[config.mk]
export PLATFORM = sky130hd
export DESIGN_NAME = pwm_timer
export DESIGN_NICKNAME = d
export VERILOG_FILES = /design/src/rtl/pwm_timer_pkg.sv /design/src/rtl/pwm_prescale.sv /design/src/rtl/pwm_counter.sv /design/src/rtl/pwm_channel.sv /design/src/rtl/pwm_timer.sv
export SDC_FILE = /design/constraint.sdc
export NUM_CORES = 1
export LEC_CHECK = 0
export BUFFER_PORTS_ARGS = -buffer_cell sky130_fd_sc_hd__buf_2
export CAP_MARGIN = 10
export CORE_MARGIN = 2
export CORE_UTILIZATION = 67
export CTS_CLUSTER_SIZE = 10
export DETAILED_ROUTE_END_ITERATION = 6
export PLACE_DENSITY = 0.84
export SYNTH_ARGS = -nofsm -noshare
export SYNTH_HDL_FRONTEND = slang
export SYNTH_SLANG_ARGS = --single-unit
[constraint.sdc]
create_clock -name clk_i -period 7.1 [get_ports clk_i]
set_input_delay 0.71 -clock clk_i [delete_from_list [all_inputs] [get_ports clk_i]]
set_output_delay 0.71 -clock clk_i [all_outputs]
set_load 0.05 [all_outputs]
[src/rtl/pwm_timer_pkg.sv]
package pwm_timer_pkg;
  localparam int PS_W = 3;
  localparam logic [7:0] OFF_INFO    = 8'h04;
  localparam logic [7:0] OFF_CFG     = 8'h10;
  localparam logic [7:0] OFF_COUNT   = 8'h14;
  localparam logic [7:0] OFF_PERIOD  = 8'h18;
  localparam int         OFF_CH_BASE = 32'h20;
  localparam int         CH_STRIDE   = 8;
  localparam int         CH_CMP_OFS  = 4;

  typedef enum logic [1:0] {
    RUN_OFF   = 2'b00,
    RUN_CLK   = 2'b01,
    RUN_RSV_A = 2'b10,
    RUN_RSV_B = 2'b11
  } run_mode_e;

  typedef enum logic [1:0] {
    OUT_LOW_A = 2'b00,
    OUT_INV   = 2'b01,
    OUT_NORM  = 2'b10,
    OUT_LOW_B = 2'b11
  } out_sel_e;

  typedef struct packed {
    logic     edge_mode;
    logic     aux_mode;
    out_sel_e out_sel;
  } ch_ctl_t;
endpackage

[src/rtl/pwm_prescale.sv]
module pwm_prescale
  import pwm_timer_pkg::*;
#(
  parameter int EXP_W = PS_W
) (
  input  logic             clk_i,
  input  logic             rst_ni,
  input  logic             run_i,
  input  logic             clr_i,
  input  logic [EXP_W-1:0] exp_i,
  output logic             tick_o
);
  localparam int DIV_W = (1 << EXP_W) - 1;

  logic [DIV_W-1:0] div_q;
  logic [DIV_W-1:0] mask;

  assign mask = ~({DIV_W{1'b1}} << exp_i);

  always_ff @(posedge clk_i or negedge rst_ni) begin
    if (!rst_ni)               div_q <= '0;
    else if (!run_i || clr_i)  div_q <= '0;
    else                       div_q <= div_q + 1'b1;
  end

  assign tick_o = run_i && ((div_q & mask) == mask);
endmodule

[src/rtl/pwm_counter.sv]
module pwm_counter #(
  parameter int CNT_W = 16
) (
  input  logic             clk_i,
  input  logic             rst_ni,
  input  logic             run_i,
  input  logic             tick_i,
  input  logic             clr_i,
  input  logic             mod_wr_i,
  input  logic [CNT_W-1:0] mod_wdata_i,
  output logic [CNT_W-1:0] cnt_o,
  output logic [CNT_W-1:0] mod_act_o,
  output logic             wrap_o
);
  logic [CNT_W-1:0] cnt_q, mod_act_q, mod_buf_q;

  // >= also recovers when the period was lowered below the count while stopped
  assign wrap_o = tick_i && (cnt_q >= mod_act_q);

  always_ff @(posedge clk_i or negedge rst_ni) begin
    if (!rst_ni) begin
      cnt_q     <= '0;
      mod_act_q <= '0;
      mod_buf_q <= '0;
    end else begin
      if (clr_i)       cnt_q <= '0;
      else if (tick_i) cnt_q <= wrap_o ? '0 : cnt_q + 1'b1;

      if (mod_wr_i) mod_buf_q <= mod_wdata_i;

      if (mod_wr_i && !run_i) mod_act_q <= mod_wdata_i;
      else if (wrap_o)        mod_act_q <= mod_buf_q;
    end
  end

  assign cnt_o     = cnt_q;
  assign mod_act_o = mod_act_q;
endmodule

[src/rtl/pwm_channel.sv]
module pwm_channel
  import pwm_timer_pkg::*;
#(
  parameter int CNT_W = 16
) (
  input  logic             clk_i,
  input  logic             rst_ni,
  input  logic             run_i,
  input  logic             tick_i,
  input  logic             wrap_i,
  input  logic [CNT_W-1:0] cnt_i,
  input  logic             cmp_wr_i,
  input  logic [CNT_W-1:0] cmp_wdata_i,
  input  logic             ctl_wr_i,
  input  ch_ctl_t          ctl_wdata_i,
  input  logic             flag_clr_i,
  output logic [CNT_W-1:0] cmp_act_o,
  output ch_ctl_t          ctl_o,
  output logic             flag_o,
  output logic             out_en_o,
  output logic             pwm_o
);
  logic [CNT_W-1:0] cmp_act_q, cmp_buf_q;
  ch_ctl_t          ctl_q;
  logic             flag_q;
  logic             level;

  always_ff @(posedge clk_i or negedge rst_ni) begin
    if (!rst_ni) begin
      cmp_act_q <= '0;
      cmp_buf_q <= '0;
      ctl_q     <= '0;
      flag_q    <= 1'b0;
    end else begin
      if (cmp_wr_i) cmp_buf_q <= cmp_wdata_i;

      if (cmp_wr_i && !run_i) cmp_act_q <= cmp_wdata_i;
      else if (wrap_i)        cmp_act_q <= cmp_buf_q;

      if (ctl_wr_i) ctl_q <= ctl_wdata_i;

      // a fresh match beats a software clear
      if (tick_i && (cnt_i == cmp_act_q)) flag_q <= 1'b1;
      else if (flag_clr_i)                flag_q <= 1'b0;
    end
  end

  assign level    = cnt_i < cmp_act_q;
  assign out_en_o = ctl_q.edge_mode &&
                    ((ctl_q.out_sel == OUT_NORM) || (ctl_q.out_sel == OUT_INV));
  assign pwm_o    = out_en_o && (level ^ (ctl_q.out_sel == OUT_INV));

  assign cmp_act_o = cmp_act_q;
  assign ctl_o     = ctl_q;
  assign flag_o    = flag_q;
endmodule

[src/rtl/pwm_timer.sv]
module pwm_timer
  import pwm_timer_pkg::*;
#(
  parameter int NCH    = 4,
  parameter int CNT_W  = 16,
  parameter int ADDR_W = 8,
  parameter int DATA_W = 32
) (
  input  logic              clk_i,
  input  logic              rst_ni,
  input  logic              we_i,
  input  logic [ADDR_W-1:0] addr_i,
  input  logic [DATA_W-1:0] wdata_i,
  output logic [DATA_W-1:0] rdata_o,
  output logic [NCH-1:0]    pwm_o
);
  logic [PS_W-1:0]  ps_q;
  run_mode_e        cmod_q;
  logic             run, tick, wrap;
  logic             cfg_wr, cnt_clr, mod_wr;
  logic [CNT_W-1:0] cnt, mod_act;
  logic [CNT_W-1:0] cmp_act [NCH];
  ch_ctl_t          ctl     [NCH];
  logic [NCH-1:0]   flag, out_en;
  logic             unused_wdata;

  assign unused_wdata = ^wdata_i[DATA_W-1:CNT_W];

  assign cfg_wr  = we_i && (addr_i == ADDR_W'(OFF_CFG));
  assign cnt_clr = we_i && (addr_i == ADDR_W'(OFF_COUNT));
  assign mod_wr  = we_i && (addr_i == ADDR_W'(OFF_PERIOD));
  assign run     = (cmod_q == RUN_CLK);

  always_ff @(posedge clk_i or negedge rst_ni) begin
    if (!rst_ni) begin
      ps_q   <= '0;
      cmod_q <= RUN_OFF;
    end else if (cfg_wr) begin
      ps_q   <= wdata_i[PS_W-1:0];
      cmod_q <= run_mode_e'(wdata_i[4:3]);
    end
  end

  pwm_prescale #(.EXP_W(PS_W)) u_presc (
    .clk_i  (clk_i),
    .rst_ni (rst_ni),
    .run_i  (run),
    .clr_i  (cnt_clr),
    .exp_i  (ps_q),
    .tick_o (tick)
  );

  pwm_counter #(.CNT_W(CNT_W)) u_cnt (
    .clk_i       (clk_i),
    .rst_ni      (rst_ni),
    .run_i       (run),
    .tick_i      (tick),
    .clr_i       (cnt_clr),
    .mod_wr_i    (mod_wr),
    .mod_wdata_i (wdata_i[CNT_W-1:0]),
    .cnt_o       (cnt),
    .mod_act_o   (mod_act),
    .wrap_o      (wrap)
  );

  for (genvar g = 0; g < NCH; g++) begin : g_ch
    logic ctl_hit, cmp_hit;
    assign ctl_hit = we_i && (addr_i == ADDR_W'(OFF_CH_BASE + g * CH_STRIDE));
    assign cmp_hit = we_i && (addr_i == ADDR_W'(OFF_CH_BASE + g * CH_STRIDE + CH_CMP_OFS));

    pwm_channel #(.CNT_W(CNT_W)) u_ch (
      .clk_i       (clk_i),
      .rst_ni      (rst_ni),
      .run_i       (run),
      .tick_i      (tick),
      .wrap_i      (wrap),
      .cnt_i       (cnt),
      .cmp_wr_i    (cmp_hit),
      .cmp_wdata_i (wdata_i[CNT_W-1:0]),
      .ctl_wr_i    (ctl_hit),
      .ctl_wdata_i (ch_ctl_t'(wdata_i[5:2])),
      .flag_clr_i  (ctl_hit && wdata_i[7]),
      .cmp_act_o   (cmp_act[g]),
      .ctl_o       (ctl[g]),
      .flag_o      (flag[g]),
      .out_en_o    (out_en[g]),
      .pwm_o       (pwm_o[g])
    );
  end

  always_comb begin
    rdata_o = '0;
    if (addr_i == ADDR_W'(OFF_INFO))   rdata_o[7:0]       = 8'(NCH);
    if (addr_i == ADDR_W'(OFF_CFG))    rdata_o[4:0]       = {cmod_q, ps_q};
    if (addr_i == ADDR_W'(OFF_COUNT))  rdata_o[CNT_W-1:0] = cnt;
    if (addr_i == ADDR_W'(OFF_PERIOD)) rdata_o[CNT_W-1:0] = mod_act;
    for (int i = 0; i < NCH; i++) begin
      if (addr_i == ADDR_W'(OFF_CH_BASE + i * CH_STRIDE))
        rdata_o[7:0] = {flag[i], 1'b0, ctl[i], 2'b00};
      if (addr_i == ADDR_W'(OFF_CH_BASE + i * CH_STRIDE + CH_CMP_OFS))
        rdata_o[CNT_W-1:0] = cmp_act[i];
    end
  end
endmodule

[After elaboration in Yosys (flattened, before gate mapping)]
Index checks and enable logic that the tools add are counted.
Cells by class
  $add $sub $neg: 2
  multiplexer cells: 34
  eq/ne operators: 26
  order comparisons: 5
  reductions and logical operators: 50
  bitwise operators: 6
  shift-type cells: 1
Operator list (number)
  2-to-1 mux 16 bit: 19
  == test 16 bit: 4
  == test 8 x 6 -> 1 bit (second input constant): 8
  < comparator 16 bit: 4
  logical AND 1 bit: 34
  2-to-1 mux 8 bit: 4
  == test 8 x 5 -> 1 bit (second input constant): 3
  nonzero test 2 bit: 10
  adder 16 x 1 -> 16 bit (second input constant): 1
  >= comparator 16 bit: 1
  == test 2 x 1 -> 1 bit (second input constant): 5
  == test 2 bit (second input constant): 4
  == test 8 x 3 -> 1 bit (second input constant): 1
  2-to-1 mux 1 bit: 8
  adder 7 x 1 -> 7 bit (second input constant): 1
  bitwise AND 7 bit: 1
  == test 7 bit: 1
  2-to-1 mux 7 bit: 1
  NOT 7 bit: 1
  left shift 7 x 3 -> 7 bit (first input constant): 1
  logical OR 1 bit: 5
  2-to-1 mux 5 bit: 1
  bitwise XOR 1 bit: 4
  2-to-1 mux 3 bit: 1
  zero test 1 bit: 1
Word-level totals
  output and inout port bits: 36
  input bits: 43
  bits in registers: 208
  word-level logic and storage cells: 154

[Depth between registers and ports, before layout]
Gate-level depths: netlist of the first run.
  word-level depth: 13
  mapped depth: 10
  mapped depth without buffers: 8

[Modules after synthesis]
Synthesis of the first run repeated with hierarchy kept, for this count alone.
Second synthesis, totals
  cells, all modules: 1241
  area, all modules: 12537.0 um2
Modules (own cells, without submodules)
  pwm_channel: seq. area each 925.9 um2, cells an instance 177, times used 4, area each 1929.4 um2
  pwm_counter: seq. area each 1201.2 um2, cells an instance 269, times used 1, area each 2741.4 um2
  pwm_timer: seq. area each 125.1 um2, cells an instance 225, times used 1, area each 1729.2 um2
  pwm_prescale: seq. area each 175.2 um2, cells an instance 39, times used 1, area each 349.1 um2

[Worst setup path after synthesis of the first run]
Ideal clock, no wire load.
  path kind: input to output
  from: input addr_i[4]
  to: output rdata_o[10]
  data arrival time: 2.925 ns
  stages on the path: 5
  buffers on the path: 1
  data required time: 6.390 ns
  path slack: 3.465 ns
  cell sequence: clkbuf_1 > or4b_2 > nor2_2 > a222oi_1 > a31oi_1
Between the ends
  longest elaborated chain between the ends: 7
  elaborated cells between the ends (all ways): 12
  classes of those cells: 6 x eq/ne; 6 x mux
RTL lines
  start, declared: RTL line pwm_timer.sv:12  | input logic [ADDR_W-1:0] addr_i,
  == test 8 x 5 -> 1 bit: RTL line pwm_timer.sv:95  | if (addr_i == ADDR_W'(OFF_COUNT)) rdata_o[CNT_W-1:0] = cnt;
  2-to-1 mux 16 bit: RTL line pwm_timer.sv:95
  2-to-1 mux 16 bit: RTL line pwm_timer.sv:96  | if (addr_i == ADDR_W'(OFF_PERIOD)) rdata_o[CNT_W-1:0] = mod_act;
  2-to-1 mux 16 bit (3 in series): RTL line pwm_timer.sv:100  | if (addr_i == ADDR_W'(OFF_CH_BASE + i * CH_STRIDE + CH_CMP_OFS))
  2-to-1 mux 16 bit (*): RTL line pwm_timer.sv:100
  end, declared: RTL line pwm_timer.sv:14  | output logic [DATA_W-1:0] rdata_o,
Every way passes the cells marked *; elsewhere a longest branch is shown, timed or not.

[Final worst setup path of the first run]
  from: register u_cnt.cnt_q[7] (netlist: u_cnt.cnt_o[7])
  to: output pwm_o[0]
Between the ends
  longest elaborated chain between the ends: 3
RTL lines
  start, declared: RTL line pwm_counter.sv:15  | logic [CNT_W-1:0] cnt_q, mod_act_q, mod_buf_q;
  start signal, assigned: RTL line pwm_counter.sv:27  | else if (tick_i) cnt_q <= wrap_o ? '0 : cnt_q + 1'b1;
  < comparator 16 bit: RTL line pwm_channel.sv:48  | assign level = cnt_i < cmp_act_q;
  bitwise XOR 1 bit: RTL line pwm_channel.sv:51  | assign pwm_o = out_en_o && (level ^ (ctl_q.out_sel == OUT_INV));
  logical AND 1 bit: RTL line pwm_channel.sv:51
  end, declared: RTL line pwm_timer.sv:15  | output logic [NCH-1:0] pwm_o
Every way passes these cells.

==> results of run 1 <==
-- power by group --
part	internal, W	switching (W)
clock	0.000639	0.000478
sequential	0.00125	0.000111
combinational	0.000136	0.000231
total	0.00203	0.000821
-- layout make-up --
cell class | instances | area [um2]
Multi-Input combinational cell | 955 | 6590
Sequential cell | 208 | 5200
Fill cell | 1417 | 5190
Clock buffer | 28 | 647
Inverter | 86 | 323
Timing Repair Buffer | 54 | 299
Tap cell | 234 | 293
Clock inverter | 2 | 28.8
Antenna cell | 1 | 2.50
-- per-stage QoR --
stage / utilization [%] / std cells
after floorplan: - / 1363
after global placement: 68.4 / 1537
after detailed placement: 68.4 / 1537
after CTS: 72.0 / 1567
after global routing: 72.1 / 1568
final: 72.1 / 1568
-- kinds of logic after synthesis --
kind of cell / count (synthesis)
fa+ha+maj: 86
xor+xnor: 7
mux: 111
simple gates: 317
compound gates: 418
flops: 208
other cells: 1
buf+inv: 200
-- cells in the mapped netlist (4+ instances only) --
master	n	area, um2
a22o_1	4	35.0
buf_1	15	56.3
nor3_1	8	40.0
and3_1	12	75.1
xnor2_1	6	52.6
nor2b_1	9	56.3
or4_1	6	45.0
buf_2	26	130
nor2_1	128	480
ha_1	86	1080
a31oi_1	93	582
clkbuf_1	47	176
o31ai_1	6	45.0
nand3_1	24	120
nand2b_1	19	119
a221o_1	4	40.0
a21oi_1	109	546
nor4_1	6	37.5
o211ai_1	6	45.0
mux2_2	96	1080
or3_1	10	62.6
and4_1	5	43.8
a221oi_1	4	35.0
dfrtp_1	208	5200
o21a_1	6	45.0
inv_1	86	323
o21ai_0	125	626
o2111ai_1	4	35.0
buf_4	23	173
nand2_1	45	169
a211oi_1	8	60.1
mux2i_1	13	130
nand4_1	24	150
o22ai_1	4	25.0
a222oi_1	8	80.1
a22oi_1	18	135
nor2_2	5	31.3
-- worst max-delay path by stage --
stage                                    start  slack [ns]          end  depth (start not counted)
floorplan                            addr_i[4]        3.46  rdata_o[10]                          5
global placement                     addr_i[3]        3.28   rdata_o[2]                          8
detailed placement                   addr_i[3]        3.37   rdata_o[2]                          8
CTS                 u_cnt.cnt_o[7]$_DFFE_PN0P_        3.20     pwm_o[0]                          7
global route        u_cnt.cnt_o[7]$_DFFE_PN0P_        3.09     pwm_o[0]                          7
finish              u_cnt.cnt_o[7]$_DFFE_PN0P_        3.15     pwm_o[0]                          7
-- per-layer routing --
layer	up-vias	global-route usage, %	wire (um)
li1	4828	-	-
met1	5423	55.6	15200
met2	748	59.1	17300
met3	122	7.27	4310
met4	2	12.4	1350
met5	-	0	15
-- registers in the layout, indices dropped and copies added (netlist names) --
name,count
u_cnt.cnt_o,16
cmod_q,2
u_presc.div_q,7
g_ch.u_ch.ctl_o,16
g_ch.u_ch.flag_o,4
u_cnt.mod_buf_q,16
u_cnt.mod_act_o,16
ps_q,3
g_ch.u_ch.cmp_buf_q,64
g_ch.u_ch.cmp_act_o,64
-- worst register-to-register path, delay by kind of cell, from the launching register on --
kind / cells / cell delay (ns)
buf+inv: 2 / 1.04
flops: 1 / 0.52
compound gates: 5 / 1.43
simple gates: 1 / 0.04
fa+ha+maj: 1 / 0.33
==> impl_metrics.toml, run 1 <==
[placement]
dp_hpwl_mm = 25.9
routabilityCongestion = 1.02
io_buffers = 46
pre_cts_ws_ns = 3.37
place_area_um2 = 12700

[sta]
rsz0062_at_grt = "no"
worst_slew_pin_slew_ns = 1.05
setup-tns-final_ns = 0
clock_skew_ns = 0.0136
fmax_ghz = 0.253
slew_headroom_pct = 30.0
whs_ns = 0.341
min_period_over_period_pct = 55.6
hold_viol = 0
slew_viol_final = 0
min_period_ns = 3.95
setup_viol = 0
fin_ws_ns = 3.15

[worst_setup_path]
reg2reg_depth = 9
cp.arrival_ns = 3.24
crit_fanout = 12
start_kind = "flop"
crit_required_ns = 6.39
worst_setup_path_end_kind = "primary output"
ff2ff_setup_slack_ns = 3.66
crit_path_top_delay_cell = "dfrtp_1"
slowest_delay_ns = 0.59
r2r-end = "g_ch[2].u_ch.cmp_act_o[8]$_DFFE_PN0P_"
worstSetupPathType = "flop to primary output"
reg2reg_from = "u_cnt.cnt_o[0]$_DFFE_PN0P_"
crit_buf_inv = 1
worstPathCellList = "ha_1 -> or3_1 -> nor4_1 -> a2bb2oi_1 -> xnor2_1 -> nor3b_1 -> buf_2"
crit_family = "simple AND/OR/NAND/NOR gates"

[die]
rows = 50
die_w_um = 141
io_pins = 79
fp.coreArea_um2 = 18600
dieArea_um2 = 19900
initial_core_util_pct = 67.8
die_h_um = 141

[global_routing]
grt_usage_pct = 38.5
grt_pass1_wl_mm = 59.5
grt_pass1_vias = 10500
grt_max_degree = 126
grt_antenna_before_repair = 2
overflow = 0

[final_layout]
final_common_cell = "dfrtp_1"
final_cell_mix = "208 x dfrtp_1, 127 x nor2_1, 125 x o21ai_0, 109 x a21oi_1, 96 x mux2_2"
drive_gt1_share_pct = 14.9
area_growth_pct = 6.26
final_nets = 1459
fin_area_um2 = 13400

[power]
p_leak_nw = 6.52
power_density_nw_per_um2 = 213
power_w = 0.00285
ir_drop_mv = 0.197

[run_status]
status = "completed"

[logic_synthesis]
synth_edf_count = 0
ys_seq_area_share_pct = 41.3
synth_xor_area_share_pct = 0.487
synth_top_family_by_area = "compound AO/OA/AOI/OAI gates"
synth.distinct_cells = 66
netlist_instances = 1348
synth_flop_cell = "dfrtp_1"
synth_area_per_cell_um2 = 9.35
yosys.area_share.simple_pct = 12.7
synthArstFlopShare_pct = 100
synth.area.mux_share_pct = 9.97
ys_ff_latch = 208
synth_compound_area_share_pct = 19.9
syn_area_um2 = 12600
yosys_warnings = 0
synthAdderAreaFrac_pct = 8.54

[run]
maxCapViolCount = 0

[clock_tree]
cts_hold_buffers = 0
htreeDepth = 1
tritoncts.num_buffers = 25
clock_sinks = 208
path_clk_slew_ns = 0.06
clockRootBuffer = "clkbuf_16"
clk_latency_ns = 0.54
cts_buffer_depth = 3
cts.repair.resized = 0
cts_tree = "yes"
postCtsSetupBuffers = 0

[drt]
drt-vias-per-instance = 7.09
wl_mm = 38.1
drc = 0
via_count = 11100
drt_iter0_drc = 1485
wl_per_cell_um = 24.3
drt.antenna.violating_nets = 0
drt_pre_antenna_iters = 6

[worst_hold_path]
min_path_type = "input port to async pin"
Power figures use the tool's default switching activity.
==> run 2, diff against run 1 <==
- CORE_UTILIZATION: 67 -> 56
- PLACE_DENSITY: 0.84 -> 0.74
- clock period: 7.1 -> 3.4 ns (I/O delays scaled with it)
==> impl_metrics.toml, run 2 (synthesized netlist as in run 1, its figures left out) <==
[run_status]
status = "complete, but fails checks"
violations = "DRC"

[placement]
dp_cells = 1608
routabilityCongestion = 0.996
io_buffers = 46
dp_hpwl_mm = 27.4

[power]
p_clk_share_pct = 39.4
swShare_pct = 28.3
pwr-share-comb_pct = 13.5
p_sw_w = 0.00170
p_leak_nw = 6.67
pwr-share-seq_pct = 47.1
internal_power_w = 0.00431
ir_drop_mv = 0.404
power_density_nw_per_um2 = 437

[drt]
wl_per_cell_um = 23.6
drt.antenna.violating_nets = 0
drt_iter0_drc = 1351
wl_mm = 38.8
drc = 2
drt-vias-per-instance = 6.63
via_count = 10900
drt_pre_antenna_iters = 7

[die]
io_pins = 79
die_w_um = 154
dieArea_um2 = 23700
rows = 54
initial_core_util_pct = 57.4
fp.coreArea_um2 = 22000
die_h_um = 154

[clock_tree]
clk_latency_ns = 0.53
clock_sinks = 208
postCtsSetupBuffers = 0
cts_tree = "yes"
clockRootBuffer = "clkbuf_16"
htreeDepth = 1
cts_buffer_depth = 3
tritoncts.num_buffers = 25
path_clk_slew_ns = 0.05

[final_layout]
area_growth_pct = 9.02
drive_gt1_share_pct = 17.2
final_common_cell = "dfrtp_1"
final_cell_mix = "203 x dfrtp_1, 127 x nor2_1, 125 x o21ai_0, 108 x a21oi_1, 96 x mux2_2"
final_cells = 1642
final_nets = 1485

[global_routing]
grt_max_degree = 85
grt_pass1_vias = 10700
overflow = 0
grt_antenna_before_repair = 1
grt_usage_pct = 32.9
grt_pass1_wl_mm = 61.0

[worst_setup_path]
cp.arrival_ns = 2.92
crit_required_ns = 3.06
start_kind = "flop"
worstSetupPathType = "flop to primary output"
startpoint = "u_cnt.cnt_o[13]$_DFFE_PN0P_"
worst_setup_path_end_kind = "primary output"
reg2reg_from = "u_cnt.cnt_o[5]$_DFFE_PN0P_"
cp-endpoint = "pwm_o[1]"
reg2reg_depth = 8
ff2ff_setup_slack_ns = 0.46
crit_fanout = 9
r2r-end = "g_ch[1].u_ch.cmp_act_o[1]$_DFFE_PN0P_"

[run]
maxCapViolCount = 0

[sta]
fmax_ghz = 0.306
min_period_ns = 3.26
clock_skew_ns = 0.0257
min_period_over_period_pct = 96.0
setup-tns-final_ns = 0
setup_viol = 0
slew_viol_final = 0
worst_slew_pin_slew_ns = 0.801
hold_viol = 0
slew_headroom_pct = 46.5
rsz0062_at_grt = "no"

[worst_hold_path]
min_path_type = "input port to flop"
run 2: repair_timing:
| action | CTS | global route |
|---|---|---|
| endpoints found under the hold margin | 77 | 0 |
| resized for setup | 3 | 5 |
| setup endpoints to repair | 2 | 2 |
| hold buffers | 1 | 0 |
run 2: cell type report:
class / instances / area (um2)
inverter: 86 / 323
timing repair buffer: 80 / 562
clock buffer: 30 / 684
tap: 280 / 350
clock inverter: 2 / 13.8
antenna: 1 / 2.50
fill: 1835 / 8220
sequential: 208 / 5210
multi-input combinational: 955 / 6590
run 2: worst min-delay path by stage:
stage,endpoint,depth (start not counted),from,slack (ns)
after detailed placement,g_ch[2].u_ch.ctl_o[2]$_DFFE_PN0P_,1,rst_ni,0.43
after CTS,g_ch[1].u_ch.cmp_act_o[6]$_DFFE_PN0P_,3,wdata_i[6],0.16
after floorplan,cmod_q[0]$_DFFE_PN0P_,0,rst_ni,0.04
final,g_ch[1].u_ch.cmp_act_o[6]$_DFFE_PN0P_,3,wdata_i[6],0.17
after global placement,g_ch[0].u_ch.ctl_o[3]$_DFFE_PN0P_,1,rst_ni,0.42
after global routing,u_cnt.mod_act_o[9]$_DFFE_PN0P_,3,wdata_i[9],0.18
run 2: metal layers:
metal | share of wire [%] | GRT usage [%] | vias to the layer above
li1 | - | - | 4904
met1 | 43 | 48.8 | 5338
met2 | 44 | 49.8 | 561
met3 | 9.4 | 5.69 | 89
met4 | 3.1 | 9.75 | 2
met5 | 0.023 | 0 | -
run 2: power groups by stage:
stage                     combinational, W  sequential [W]  clock [W]
after detailed placement          0.000791         0.00286          0
after global routing              0.000905         0.00284    0.00248
final                             0.000810         0.00283    0.00237
after global placement            0.000772         0.00285          0
after CTS                         0.000802         0.00282    0.00240
after floorplan                   0.000549         0.00277          0
run 2: stage by stage:
step / worst slack (ns) / util (%) / instance area (um2) / power, W / hold slack, ns
2_1_floorplan: 0.505 / - / 12700 / 0.00332 / 0.0444
3_3_place_gp: 0.489 / 59.2 / 13000 / 0.00362 / 0.420
3_5_place_dp: 0.463 / 59.2 / 13000 / 0.00365 / 0.427
4_1_cts: 0.00706 / 62.5 / 13700 / 0.00602 / 0.163
5_1_grt: 0.0155 / 62.5 / 13700 / 0.00623 / 0.183
6_report: 0.136 / 62.6 / 13700 / 0.00601 / 0.171
run 2: critical path, cell delays in order, from the launching register on:
cell and delay (ns):
dfrtp_1 0.52, ha_1 0.27, or3_1 0.41, a211oi_1 0.29, nor2_1 0.16, or3_1 0.32, a21oi_1 0.15, buf_2 0.27
